==> config.mk <==
export PLATFORM = sky130hd
export DESIGN_NAME = tbl_access_unit
export DESIGN_NICKNAME = d
export VERILOG_FILES = /design/src/rtl/tbl_pkg.sv /design/src/rtl/tbl_addr_gen.sv /design/src/rtl/tbl_wr_lane.sv /design/src/rtl/tbl_rd_fmt.sv /design/src/rtl/tbl_access_unit.sv
export SDC_FILE = /design/constraint.sdc
export NUM_CORES = 1
export LEC_CHECK = 0
export ABC_AREA = 1
export BUFFER_PORTS_ARGS = -buffer_cell sky130_fd_sc_hd__buf_2
export CORE_MARGIN = 5
export CORE_UTILIZATION = 35
export CTS_CLUSTER_DIAMETER = 30
export DETAILED_ROUTE_END_ITERATION = 8
export GPL_TIMING_DRIVEN = 1
export PLACE_DENSITY = 0.88
export SKIP_LAST_GASP = 1
export SYNTH_ARGS = -nofsm -noshare
export SYNTH_HDL_FRONTEND = slang
export SYNTH_SLANG_ARGS = --single-unit
==> constraint.sdc <==
create_clock -name clk -period 1.6 [get_ports clk]
set_input_delay 0.16 -clock clk [delete_from_list [all_inputs] [get_ports clk]]
set_output_delay 0.16 -clock clk [all_outputs]
set_load 0.05 [all_outputs]
==> src/rtl/tbl_pkg.sv <==
package tbl_pkg;
   typedef enum logic [1:0] {
      OP_RD_LO = 2'b00,
      OP_RD_HI = 2'b01,
      OP_WR_LO = 2'b10,
      OP_WR_HI = 2'b11
   } tbl_op_e;

   localparam int unsigned LANES = 3;

   function automatic logic op_is_read(input tbl_op_e op);
      return ~op[1];
   endfunction

   function automatic logic op_is_high(input tbl_op_e op);
      return op[0];
   endfunction
endpackage

==> src/rtl/tbl_addr_gen.sv <==
module tbl_addr_gen #(
   parameter int unsigned PAGE_W = 8,
   parameter int unsigned EA_W   = 16,
   localparam int unsigned ADDR_W = PAGE_W + EA_W - 1
) (
   input  logic [PAGE_W-1:0] page,
   input  logic [EA_W-1:0]   ea,
   output logic [ADDR_W-1:0] word_addr,
   output logic              byte_sel
);
   if (EA_W < 2) begin : g_bad_ea
      $error("tbl_addr_gen: EA_W must be at least 2");
   end
   if (PAGE_W < 1) begin : g_bad_page
      $error("tbl_addr_gen: PAGE_W must be at least 1");
   end

   // Addresses advance by two per program word: bit 0 picks a byte.
   always_comb begin
      word_addr = {page, ea[EA_W-1:1]};
      byte_sel  = ea[0];
   end
endmodule

==> src/rtl/tbl_wr_lane.sv <==
module tbl_wr_lane
   import tbl_pkg::*;
#(
   parameter int unsigned LANE_W = 8,
   localparam int unsigned DATA_W = 2 * LANE_W,
   localparam int unsigned WORD_W = LANES * LANE_W
) (
   input  logic              fire,
   input  tbl_op_e           op,
   input  logic              byte_mode,
   input  logic              byte_sel,
   input  logic [DATA_W-1:0] wdata,
   output logic [LANES-1:0]  be,
   output logic [WORD_W-1:0] lane_data
);
   logic [LANES-1:0] lane_hit;

   // Lane choice per write flavour; the phantom byte maps to no lane.
   always_comb begin
      lane_hit = '0;
      unique case (op)
         OP_WR_LO: lane_hit = byte_mode ? (byte_sel ? 3'b010 : 3'b001) : 3'b011;
         OP_WR_HI: lane_hit = (byte_mode && byte_sel) ? 3'b000 : 3'b100;
         default:  lane_hit = 3'b000;
      endcase
   end

   for (genvar g = 0; g < LANES; g++) begin : g_lane
      logic [LANE_W-1:0] src;
      if (g == 1) begin : g_mid
         // Middle lane takes the upper data byte in word mode,
         // the single data byte in byte mode.
         assign src = byte_mode ? wdata[LANE_W-1:0] : wdata[DATA_W-1:LANE_W];
      end else begin : g_edge
         assign src = wdata[LANE_W-1:0];
      end
      assign lane_data[g*LANE_W +: LANE_W] = src;
      assign be[g] = fire & lane_hit[g];
   end
endmodule

==> src/rtl/tbl_rd_fmt.sv <==
module tbl_rd_fmt #(
   parameter int unsigned LANE_W = 8,
   localparam int unsigned DATA_W = 2 * LANE_W,
   localparam int unsigned WORD_W = 3 * LANE_W
) (
   input  logic              high_view,
   input  logic              byte_mode,
   input  logic              byte_sel,
   input  logic [WORD_W-1:0] word,
   output logic [DATA_W-1:0] result
);
   logic [LANE_W-1:0] b_lo, b_mid, b_top;

   always_comb begin
      b_lo  = word[LANE_W-1:0];
      b_mid = word[2*LANE_W-1:LANE_W];
      b_top = word[3*LANE_W-1:2*LANE_W];
      unique case ({high_view, byte_mode})
         2'b00: result = {b_mid, b_lo};
         2'b01: result = {{LANE_W{1'b0}}, (byte_sel ? b_mid : b_lo)};
         2'b10: result = {{LANE_W{1'b0}}, b_top};
         default: result = {{LANE_W{1'b0}}, (byte_sel ? {LANE_W{1'b0}} : b_top)};
      endcase
   end
endmodule

==> src/rtl/tbl_access_unit.sv <==
module tbl_access_unit
   import tbl_pkg::*;
#(
   parameter int unsigned LANE_W = 8,
   parameter int unsigned PAGE_W = 8,
   parameter int unsigned EA_W   = 16,
   localparam int unsigned DATA_W = 2 * LANE_W,
   localparam int unsigned WORD_W = LANES * LANE_W,
   localparam int unsigned ADDR_W = PAGE_W + EA_W - 1
) (
   input  logic              clk,
   input  logic              rst,
   input  logic              req_valid,
   output logic              req_ready,
   input  logic [1:0]        req_op,
   input  logic              req_byte,
   input  logic [PAGE_W-1:0] req_page,
   input  logic [EA_W-1:0]   req_ea,
   input  logic [DATA_W-1:0] req_wdata,
   output logic              rsp_done,
   output logic [DATA_W-1:0] rsp_data,
   output logic [ADDR_W-1:0] mem_addr,
   output logic              mem_rd_en,
   output logic [LANES-1:0]  mem_be,
   output logic [WORD_W-1:0] mem_wdata,
   input  logic [WORD_W-1:0] mem_rdata
);
   if (LANE_W < 1) begin : g_bad_lane
      $error("tbl_access_unit: LANE_W must be at least 1");
   end

   tbl_op_e     op;
   logic        fire;
   logic        rd_req;
   logic        bsel;
   logic        ready_q;
   logic        done_q, hi_q, byte_q, bsel_q;
   logic [DATA_W-1:0] fmt_data;

   assign op     = tbl_op_e'(req_op);
   assign fire   = req_valid & ready_q;
   assign rd_req = op_is_read(op);

   always_ff @(posedge clk) begin
      if (rst) ready_q <= 1'b0;
      else     ready_q <= 1'b1;
   end
   assign req_ready = ready_q;

   tbl_addr_gen #(.PAGE_W(PAGE_W), .EA_W(EA_W)) addr_i (
      .page      (req_page),
      .ea        (req_ea),
      .word_addr (mem_addr),
      .byte_sel  (bsel)
   );

   tbl_wr_lane #(.LANE_W(LANE_W)) wr_i (
      .fire      (fire),
      .op        (op),
      .byte_mode (req_byte),
      .byte_sel  (bsel),
      .wdata     (req_wdata),
      .be        (mem_be),
      .lane_data (mem_wdata)
   );

   assign mem_rd_en = fire & rd_req;

   // Response context follows the memory's one-cycle latency.
   always_ff @(posedge clk) begin
      if (rst) begin
         done_q <= 1'b0;
         hi_q   <= 1'b0;
         byte_q <= 1'b0;
         bsel_q <= 1'b0;
      end else begin
         done_q <= fire & rd_req;
         if (fire & rd_req) begin
            hi_q   <= op_is_high(op);
            byte_q <= req_byte;
            bsel_q <= bsel;
         end
      end
   end

   tbl_rd_fmt #(.LANE_W(LANE_W)) fmt_i (
      .high_view (hi_q),
      .byte_mode (byte_q),
      .byte_sel  (bsel_q),
      .word      (mem_rdata),
      .result    (fmt_data)
   );

   assign rsp_done = done_q;
   assign rsp_data = done_q ? fmt_data : '0;

   // phantom write reaches no lane
   a_r9_phantom_no_be: assert property (@(posedge clk) disable iff (rst)
      (fire && op == OP_WR_HI && req_byte && req_ea[0]) |-> (mem_be == '0));

   // low writes never touch the top lane
   a_r7_lo_write_no_top: assert property (@(posedge clk) disable iff (rst)
      (fire && op == OP_WR_LO) |-> !mem_be[LANES-1]);

   // high writes touch only the top lane
   a_r8_hi_write_top_only: assert property (@(posedge clk) disable iff (rst)
      (fire && op == OP_WR_HI) |-> (mem_be[1:0] == 2'b00));

   // accepted read answers next cycle
   a_r10_done_next: assert property (@(posedge clk) disable iff (rst)
      (fire && rd_req) |=> rsp_done);

   // done only follows a memory read
   a_r10_done_cause: assert property (@(posedge clk) disable iff (rst)
      rsp_done |-> $past(mem_rd_en));

   // reads and writes are exclusive at the memory port
   a_r10_rd_wr_excl: assert property (@(posedge clk) disable iff (rst)
      mem_rd_en |-> (mem_be == '0));

   // byte-mode and high-view results keep the upper byte at zero
   a_r4_upper_zero: assert property (@(posedge clk) disable iff (rst)
      (rsp_done && (hi_q || byte_q)) |-> (rsp_data[DATA_W-1:LANE_W] == '0));

   // phantom byte reads as zero
   a_r5_phantom_read_zero: assert property (@(posedge clk) disable iff (rst)
      (rsp_done && hi_q && byte_q && bsel_q) |-> (rsp_data == '0));
endmodule

==> results of run 1 <==
synthesized netlist by cell type:
cell type | number | area share [%]
nand4_1 | 1 | 0.58
nand3_1 | 5 | 2.3
nor2_2 | 1 | 0.58
dfxtp_1 | 5 | 9.3
nand2_2 | 2 | 1.2
buf_4 | 42 | 29
buf_2 | 2 | 0.93
inv_2 | 2 | 0.70
clkbuf_1 | 1 | 0.35
nand2_1 | 47 | 16
nor2_1 | 32 | 11
a21oi_1 | 9 | 4.2
o21ai_0 | 15 | 7.0
inv_1 | 23 | 8.0
mux2_2 | 8 | 8.3
area by class of cell:
cell class              instances  area, µm²  area share, %
clock buffers                   4       26.3           1.73
inverters                      25       96.3           6.36
multi-input cells             120        706           46.6
flip-flops and latches          5        108           7.10
well taps                      33       41.3           2.73
repair buffers                 94        538           35.5
power breakdown:
part / leakage, nW / internal (mW) / switching (mW)
clock network: 0.0150 / 0.0942 / 0.0504
logic: 0.785 / 0.138 / 0.314
registers: 0.0431 / 0.131 / 0.0148
total: 0.843 / 0.363 / 0.379
stage by stage:
| step | setup slack (ps) | cells |
|---|---|---|
| 2_1_floorplan | -80.7 | 195 |
| 3_3_place_gp | 78.8 | 277 |
| 3_5_place_dp | 22.2 | 277 |
| 4_1_cts | -11.0 | 281 |
| 5_1_grt | -22.0 | 281 |
| 6_report | 68.7 | 281 |
layer usage:
layer / wire length [µm] / share of wire [%] / vias up / global-route usage (%)
met1: 1160 / 36 / 568 / 15.2
met4: 70 / 2.2 / 0 / 7.77
met2: 1660 / 52 / 69 / 26.0
met3: 298 / 9.3 / 11 / 4.10
met5: 0 / 0 / - / 0
li1: - / - / 663 / -
final timing paths:
path | end | slack (ps) | cells past startpoint
setup / recovery | rsp_data[5] | 70 | 5
hold / removal | rsp_done$_SDFF_PP0_ | 80 | 2
hold reg to reg | bsel_q$_SDFFE_PP0P_ | 610 | 2
setup reg to reg | hi_q$_SDFFE_PP0P_ | 660 | 5
registers in the layout, summed over array words and instances, names as in the netlist:
| signal | count |
|---|---|
| byte_q | 1 |
| req_ready | 1 |
| bsel_q | 1 |
| hi_q | 1 |
| rsp_done | 1 |
critical path, cell delays in order, from the launching register on:
cell,delay [ps]
dfxtp_4,410
inv_1,70
nor2_2,160
nand3_1,140
a21oi_4,180
buf_6,170
logic make-up (layout without fill, tap and decap cells):
group	count (synthesis)	count (layout)	share of synthesized area (%)
and+or+nand+nor	88	88	32.1
buffers and inverters	70	123	39.2
AOI/OAI and AO/OA	24	24	11.1
muxes	8	8	8.34
DFF	5	5	9.27
what timing repair did:
action,4_1_cts,5_1_grt
endpoints found under the hold margin,0,0
gates resized for setup,19,23
setup endpoints to repair,16,16
==> flow_summary.json, run 1 <==
{
  "setup_tns_ps": 0,
  "grt_max_degree": 13,
  "hp-start": "rst",
  "die_y_um": 65.5,
  "ys_warn_count": 0,
  "worst_pin_slew_ps": 267,
  "clk_pin_slew_ps": 40,
  "wl_um": 3190,
  "worstSetupPathType": "reg -> out",
  "viasPerCell": 4.67,
  "cellPowerDensity_mw_per_mm2": 490,
  "startpoint_type": "flip-flop",
  "vdd.ir_drop.worst_v": 0.000313,
  "ctsLongestPathBuffers": 2,
  "postCtsSetupBuffers": 0,
  "cp_max_fo": 11,
  "ys_seq_elements": 5,
  "postSynthCellCount": 195,
  "ioPinCount": 139,
  "rows": 20,
  "place_congestion": 0.936,
  "fin_skew_ps": 3.50,
  "synth-seq-area-share_pct": 9.27,
  "fin_crit_sh_pct": 95.7,
  "finalSetupViolations": 0,
  "power_mw": 0.742,
  "htreeDepth": 1,
  "initial_core_util_pct": 36.0,
  "die_area_mm2": 0.00430,
  "grt_pass1_wl_um": 4930,
  "ant_nets": 0,
  "crit_start": "byte_q$_SDFFE_PP0P_",
  "root_buffer": "clkbuf_4",
  "power.leakage_nw": 0.843,
  "first_global_vias": 1197,
  "fill_cells": 329,
  "drt_iter0_markers": 75,
  "syn_to_final_growth_pct": 40.3,
  "cts_num_sinks": 5,
  "dpl.hpwl_um": 2730,
  "relSlewSlack_pct": 82.4,
  "arrival_ps": 1370,
  "hp-class": "in -> reg",
  "port_buffers": 92,
  "vias": 1311,
  "drc": 0,
  "numCtsBuffers": 3,
  "track_usage_pct": 14.5,
  "grt_overflow": 0,
  "required_ps": 1440,
  "layout.nets": 319,
  "syn_area_mm2": 0.00108,
  "dpl_cell_area_mm2": 0.00140,
  "antenna_found_initial": 0,
  "firstDrtPassIters": 4,
  "syn_area_per_cell_um2": 5.54,
  "ys_types": 15,
  "finalInstanceArea_mm2": 0.00152,
  "outcome": "finished clean",
  "fin_util_pct": 50.5,
  "rsz0062_at_grt": "yes",
  "final_cell_mix": "76 x buf_2, 46 x nand2_1, 23 x inv_1, 15 x nor2_1, 12 x buf_4",
  "period_needed_ps": 1530,
  "slew_violations": 0,
  "clkLatencyLatePin_ps": 240,
  "fmax_mhz": 653,
  "rr_startpoint": "req_ready$_DFF_P_",
  "hold_viol_final": 0,
  "n_antenna_cell": 0,
  "cap_violations": 0,
  "end_kind": "primary output",
  "cts_tree": "yes",
  "drive_gt1_share_pct": 55.2,
  "die_x_um": 65.5,
  "cts_hold_buf": 0,
  "core_mm2": 0.00300,
  "wire_per_inst_um": 11.4,
  "layout_commonest_cell": "buf_2",
  "holdWs_ps": 84.8,
  "syn-num-nets": 265
}
No activity file was read; power rests on OpenSTA's default activity.
==> inputs of run 2 (changes only) <==
--- a/config.mk
+++ b/config.mk
@@ -13,6 +13,7 @@
 export DETAILED_ROUTE_END_ITERATION = 8
 export GPL_TIMING_DRIVEN = 1
 export PLACE_DENSITY = 0.88
+export REMOVE_ABC_BUFFERS = 1
 export SKIP_LAST_GASP = 1
 export SYNTH_ARGS = -nofsm -noshare
 export SYNTH_HDL_FRONTEND = slang
==> flow_summary.json, run 2 (synthesis gave the netlist of run 1 again) <==
{
  "outcome": "finished clean",
  "startpoint_type": "flip-flop",
  "cp_slowest_cell": "dfxtp_2",
  "hold_viol_final": 0,
  "cts_num_sinks": 5,
  "setup_ws_ps": 78.0,
  "place_ws_ps": 155,
  "n_antenna_cell": 0,
  "p_sw_mw": 0.353,
  "numCtsBuffers": 3,
  "root_buffer": "clkbuf_4",
  "holdWs_ps": 84.5,
  "finalSetupViolations": 0,
  "viasPerCell": 4.62,
  "cp_max_fo": 8,
  "core_mm2": 0.00300,
  "firstDrtPassIters": 4,
  "clkPwrFrac_pct": 20.2,
  "cp.depth": 6,
  "final_cell_mix": "76 x buf_2, 47 x nand2_1, 31 x nor2_1, 23 x inv_1, 16 x buf_4",
  "port_buffers": 92,
  "fill_cells": 328,
  "seq_power_share_pct": 20.1,
  "worst_pin_slew_ps": 257,
  "ctsLongestPathBuffers": 2,
  "dpl.hpwl_um": 3070,
  "slew_violations": 0,
  "fin_skew_ps": 1.46,
  "drc": 0,
  "layout_commonest_cell": "buf_2",
  "multi_input_area_um2": 569,
  "die_area_mm2": 0.00430,
  "end_kind": "primary output",
  "ant_nets": 0,
  "cp_slowest_stage_delay_ps": 400,
  "cap_violations": 0,
  "dpl_cell_area_mm2": 0.00127,
  "reg2regPathDepth": 5,
  "grt_overflow": 0,
  "power.leakage_nw": 0.843,
  "ioPinCount": 139,
  "track_usage_pct": 17.0,
  "grt_pass1_wl_um": 5730,
  "syn_to_final_growth_pct": 26.8,
  "rsz0062_at_grt": "yes",
  "wire_per_inst_um": 13.0,
  "wl_um": 3680,
  "relSlewSlack_pct": 82.8,
  "fin_crit_sh_pct": 95.1,
  "die_x_um": 65.5,
  "arrival_ps": 1360,
  "ff_latch_area_um2": 108,
  "drt_iter0_markers": 78,
  "critPathBufInv": 2,
  "finalInstanceArea_mm2": 0.00137,
  "place_congestion": 0.840,
  "hp-class": "in -> reg",
  "holdPathStages": 2,
  "htreeDepth": 1,
  "cts_tree": "yes",
  "critical_path.top_delay_family": "flip-flops",
  "worstSetupPathType": "reg -> out",
  "cts_hold_buf": 0,
  "crit_top_cell": "nor2_1",
  "drive_gt1_share_pct": 46.6,
  "vias": 1304,
  "stdcell_count": 282,
  "clk_pin_slew_ps": 40,
  "path_cells": "buf_4 -> nand2_1 -> a21oi_1 -> nor2_1 -> nor2_1 -> buf_6",
  "required_ps": 1440,
  "die_y_um": 65.5,
  "vdd.ir_drop.worst_v": 0.000231,
  "power.internal_mw": 0.356,
  "period_needed_ps": 1520,
  "sw_frac_of_total_pct": 49.8,
  "fin_util_pct": 45.6,
  "first_global_vias": 1306,
  "cellPowerDensity_mw_per_mm2": 518,
  "placed_cells": 277,
  "initial_core_util_pct": 36.0,
  "rows": 20,
  "fmax_mhz": 657,
  "combPwrFrac_pct": 59.7,
  "antenna_found_initial": 0,
  "layout.nets": 320,
  "clkLatencyLatePin_ps": 240,
  "grt_max_degree": 13
}
[run 2: cell types whose count changed in the layout (fill, tap and decap cells not counted), sizes merged]
cell    delta
clkbuf     +1
[run 2: stage by stage]
stage | TNS [ps] | total power, mW
5_1_grt | -114 | 0.763
3_3_place_gp | 0 | 0.553
6_report | 0 | 0.709
3_5_place_dp | 0 | 0.556
2_1_floorplan | -4560 | 0.344
4_1_cts | -28.8 | 0.708
[run 2: power by group through the flow]
stage          logic (mW)  clock network, mW  registers (mW)
2_1_floorplan       0.193                  0           0.151
3_3_place_gp        0.409                  0           0.144
3_5_place_dp        0.411                  0           0.145
4_1_cts             0.417              0.148           0.143
5_1_grt             0.460              0.160           0.144
6_report            0.423              0.143           0.143
[run 2: final timing paths]
check | from | end | slack, ps
setup reg to reg | req_ready$_DFF_P_ | byte_q$_SDFFE_PP0P_ | 550
setup / recovery | bsel_q$_SDFFE_PP0P_ | rsp_data[0] | 80
hold / removal | rst | rsp_done$_SDFF_PP0_ | 80
hold reg to reg | bsel_q$_SDFFE_PP0P_ | bsel_q$_SDFFE_PP0P_ | 600
[run 2: final cells by class]
| type | instances | share of cell area, % |
|---|---|---|
| clock buffer | 4 | 1.92 |
| multi-input combinational | 120 | 41.6 |
| inverter | 25 | 6.86 |
| tap | 33 | 3.02 |
| timing repair buffer | 95 | 38.8 |
| sequential | 5 | 7.86 |
[run 2: worst register-to-register path, stage by stage, from the launching register on]
cell and delay (ps):
dfxtp_1 350, nand2_1 80, nor2_1 220, inv_1 130
nor2_1 110, nor2_1 50
[run 2: routing by layer]
| metal | vias to the layer above | part of all wire (%) | global-route usage, % |
|---|---|---|---|
| met4 | 0 | 0 | 5.18 |
| met1 | 532 | 42 | 20.7 |
| met2 | 105 | 43 | 25.0 |
| met3 | 0 | 15 | 9.23 |
| met5 | - | 0 | 6.94 |
| li1 | 667 | - | - |
[run 2: what timing repair did]
| item | 4_1_cts | 5_1_grt |
|---|---|---|
| pin swaps | 0 | 4 |
| gates resized for setup | 18 | 8 |
| buffers inserted | 0 | 1 |
| endpoints found under the hold margin | 0 | 0 |
| endpoints found under the setup margin | 16 | 16 |
==> inputs of run 3 (changes only) <==
--- a/config.mk
+++ b/config.mk
@@ -8,11 +8,11 @@
 export ABC_AREA = 1
 export BUFFER_PORTS_ARGS = -buffer_cell sky130_fd_sc_hd__buf_2
 export CORE_MARGIN = 5
-export CORE_UTILIZATION = 35
+export CORE_UTILIZATION = 32
 export CTS_CLUSTER_DIAMETER = 30
 export DETAILED_ROUTE_END_ITERATION = 8
 export GPL_TIMING_DRIVEN = 1
-export PLACE_DENSITY = 0.88
+export PLACE_DENSITY = 0.81
 export REMOVE_ABC_BUFFERS = 1
 export SKIP_LAST_GASP = 1
 export SYNTH_ARGS = -nofsm -noshare
==> constraint.sdc (replaced) <==
create_clock -name clk -period 1.7 [get_ports clk]
set_input_delay 0.17 -clock clk [delete_from_list [all_inputs] [get_ports clk]]
set_output_delay 0.17 -clock clk [all_outputs]
set_load 0.05 [all_outputs]
==> flow_summary.json, run 3 (synthesis gave the netlist of run 1 again) <==
{
  "outcome": "complete, but fails checks",
  "violations": "setup timing",
  "finalSetupViolations": 1,
  "hp-start": "rst",
  "clkLatencyLatePin_ps": 240,
  "vias": 1361,
  "place_congestion": 0.884,
  "layout_commonest_cell": "buf_2",
  "hp-class": "in -> reg",
  "numCtsBuffers": 3,
  "setup_ws_ps": -1.34,
  "hold_viol_final": 0,
  "worstSetupPathType": "reg -> out",
  "holdPathStages": 2,
  "grt_pass1_wl_um": 5690,
  "fin_util_pct": 39.8,
  "fmax_mhz": 588,
  "dpl_cell_area_mm2": 0.00128,
  "syn_to_final_growth_pct": 22.1,
  "drive_gt1_share_pct": 45.3,
  "vdd.ir_drop.worst_v": 0.000283,
  "dpl.hpwl_um": 3380,
  "period_needed_ps": 1700,
  "cts_tree": "yes",
  "n_antenna_cell": 0,
  "ant_nets": 0,
  "worst_pin_slew_ps": 339,
  "fin_skew_ps": 5.12,
  "die_y_um": 68.1,
  "final_cell_mix": "88 x buf_2, 47 x nand2_1, 32 x nor2_1, 23 x inv_1, 15 x o21ai_0",
  "finalInstanceArea_mm2": 0.00132,
  "ctsLongestPathBuffers": 2,
  "core_mm2": 0.00331,
  "antenna_found_initial": 0,
  "drt_iter0_markers": 105,
  "drc": 0,
  "die_area_mm2": 0.00464,
  "rows": 21,
  "setup_tns_ps": -1.34,
  "arrival_ps": 1530,
  "wl_um": 3940,
  "cts_num_sinks": 5,
  "track_usage_pct": 16.6,
  "htreeDepth": 1,
  "firstDrtPassIters": 4,
  "regToRegSetupSlack_ps": 550,
  "placed_cells": 289,
  "die_x_um": 68.1,
  "wire_per_inst_um": 13.5,
  "fin_crit_sh_pct": 100,
  "stdcell_count": 293,
  "grt_overflow": 0,
  "relSlewSlack_pct": 77.3,
  "cts_hold_buf": 0,
  "r2r-end": "bsel_q$_SDFFE_PP0P_",
  "cp_max_fo": 14,
  "required_ps": 1530,
  "startpoint_type": "flip-flop",
  "layout.nets": 318,
  "cap_violations": 0,
  "postCtsSetupBuffers": 0,
  "reg2regPathDepth": 5,
  "end_kind": "primary output",
  "min_to": "rsp_done$_SDFF_PP0_",
  "ioPinCount": 139,
  "initial_core_util_pct": 32.6,
  "place_ws_ps": 169,
  "rr_startpoint": "req_ready$_DFF_P_",
  "grt_max_degree": 15,
  "slew_violations": 0,
  "cellPowerDensity_mw_per_mm2": 499,
  "root_buffer": "clkbuf_4",
  "viasPerCell": 4.65,
  "first_global_vias": 1271,
  "clk_pin_slew_ps": 50,
  "power.leakage_nw": 0.824,
  "port_buffers": 92
}
==> run 3: metal layers <==
layer  share of wire, %  track usage [%]
met1                 38             19.7
met2                 40             22.6
met3                 20             12.3
met4                1.4             4.71
met5                  0             7.50
==> run 3: area by class of cell <==
type,instances,area (µm²)
clock buffer,4,26.3
fill,366,1990
inverter,25,93.8
multi-input combinational,120,557
sequential,5,106
tap,46,57.6
timing repair buffer,93,478
==> run 3: power breakdown <==
group          leakage [nW]  internal [mW]  switching (mW)  total [mW]
Clock                0.0150         0.0886          0.0470       0.136
Sequential           0.0427          0.123          0.0130       0.136
Combinational         0.766          0.115           0.271       0.386
Total                 0.824          0.327           0.331       0.658
==> run 3: how the worst max path moves through the flow <==
| stage | from | to | slack, ps | cells past startpoint |
|---|---|---|---|---|
| floorplan | req_ready$_DFF_P_ | bsel_q$_SDFFE_PP0P_ | -300 | 5 |
| global placement | byte_q$_SDFFE_PP0P_ | rsp_data[5] | 220 | 5 |
| detailed placement | byte_q$_SDFFE_PP0P_ | rsp_data[7] | 170 | 5 |
| CTS | bsel_q$_SDFFE_PP0P_ | rsp_data[7] | 1 | 5 |
| global route | byte_q$_SDFFE_PP0P_ | rsp_data[5] | -90 | 5 |
| finish | byte_q$_SDFFE_PP0P_ | rsp_data[5] | -1 | 5 |
==> run 3: worst max-delay path: stages (launching register included) <==
cell	delay [ps]
dfxtp_4	410
inv_1	50
nor2_1	200
nand3_1	130
a21oi_1	220
clkbuf_4	270
==> run 3: timing repair <==
item / 4_1_cts / 5_1_grt
pin swaps: 0 / 0
endpoints found under the hold margin: 0 / 0
gates resized for setup: 1 / 7
setup endpoints to repair: 7 / 8
==> run 3: through the flow <==
step                total power, mW  hold slack (ps)
global route                  0.704             96.5
finish                        0.658              106
global placement              0.521              340
CTS                           0.663              100
detailed placement            0.523              340
floorplan                     0.324              242
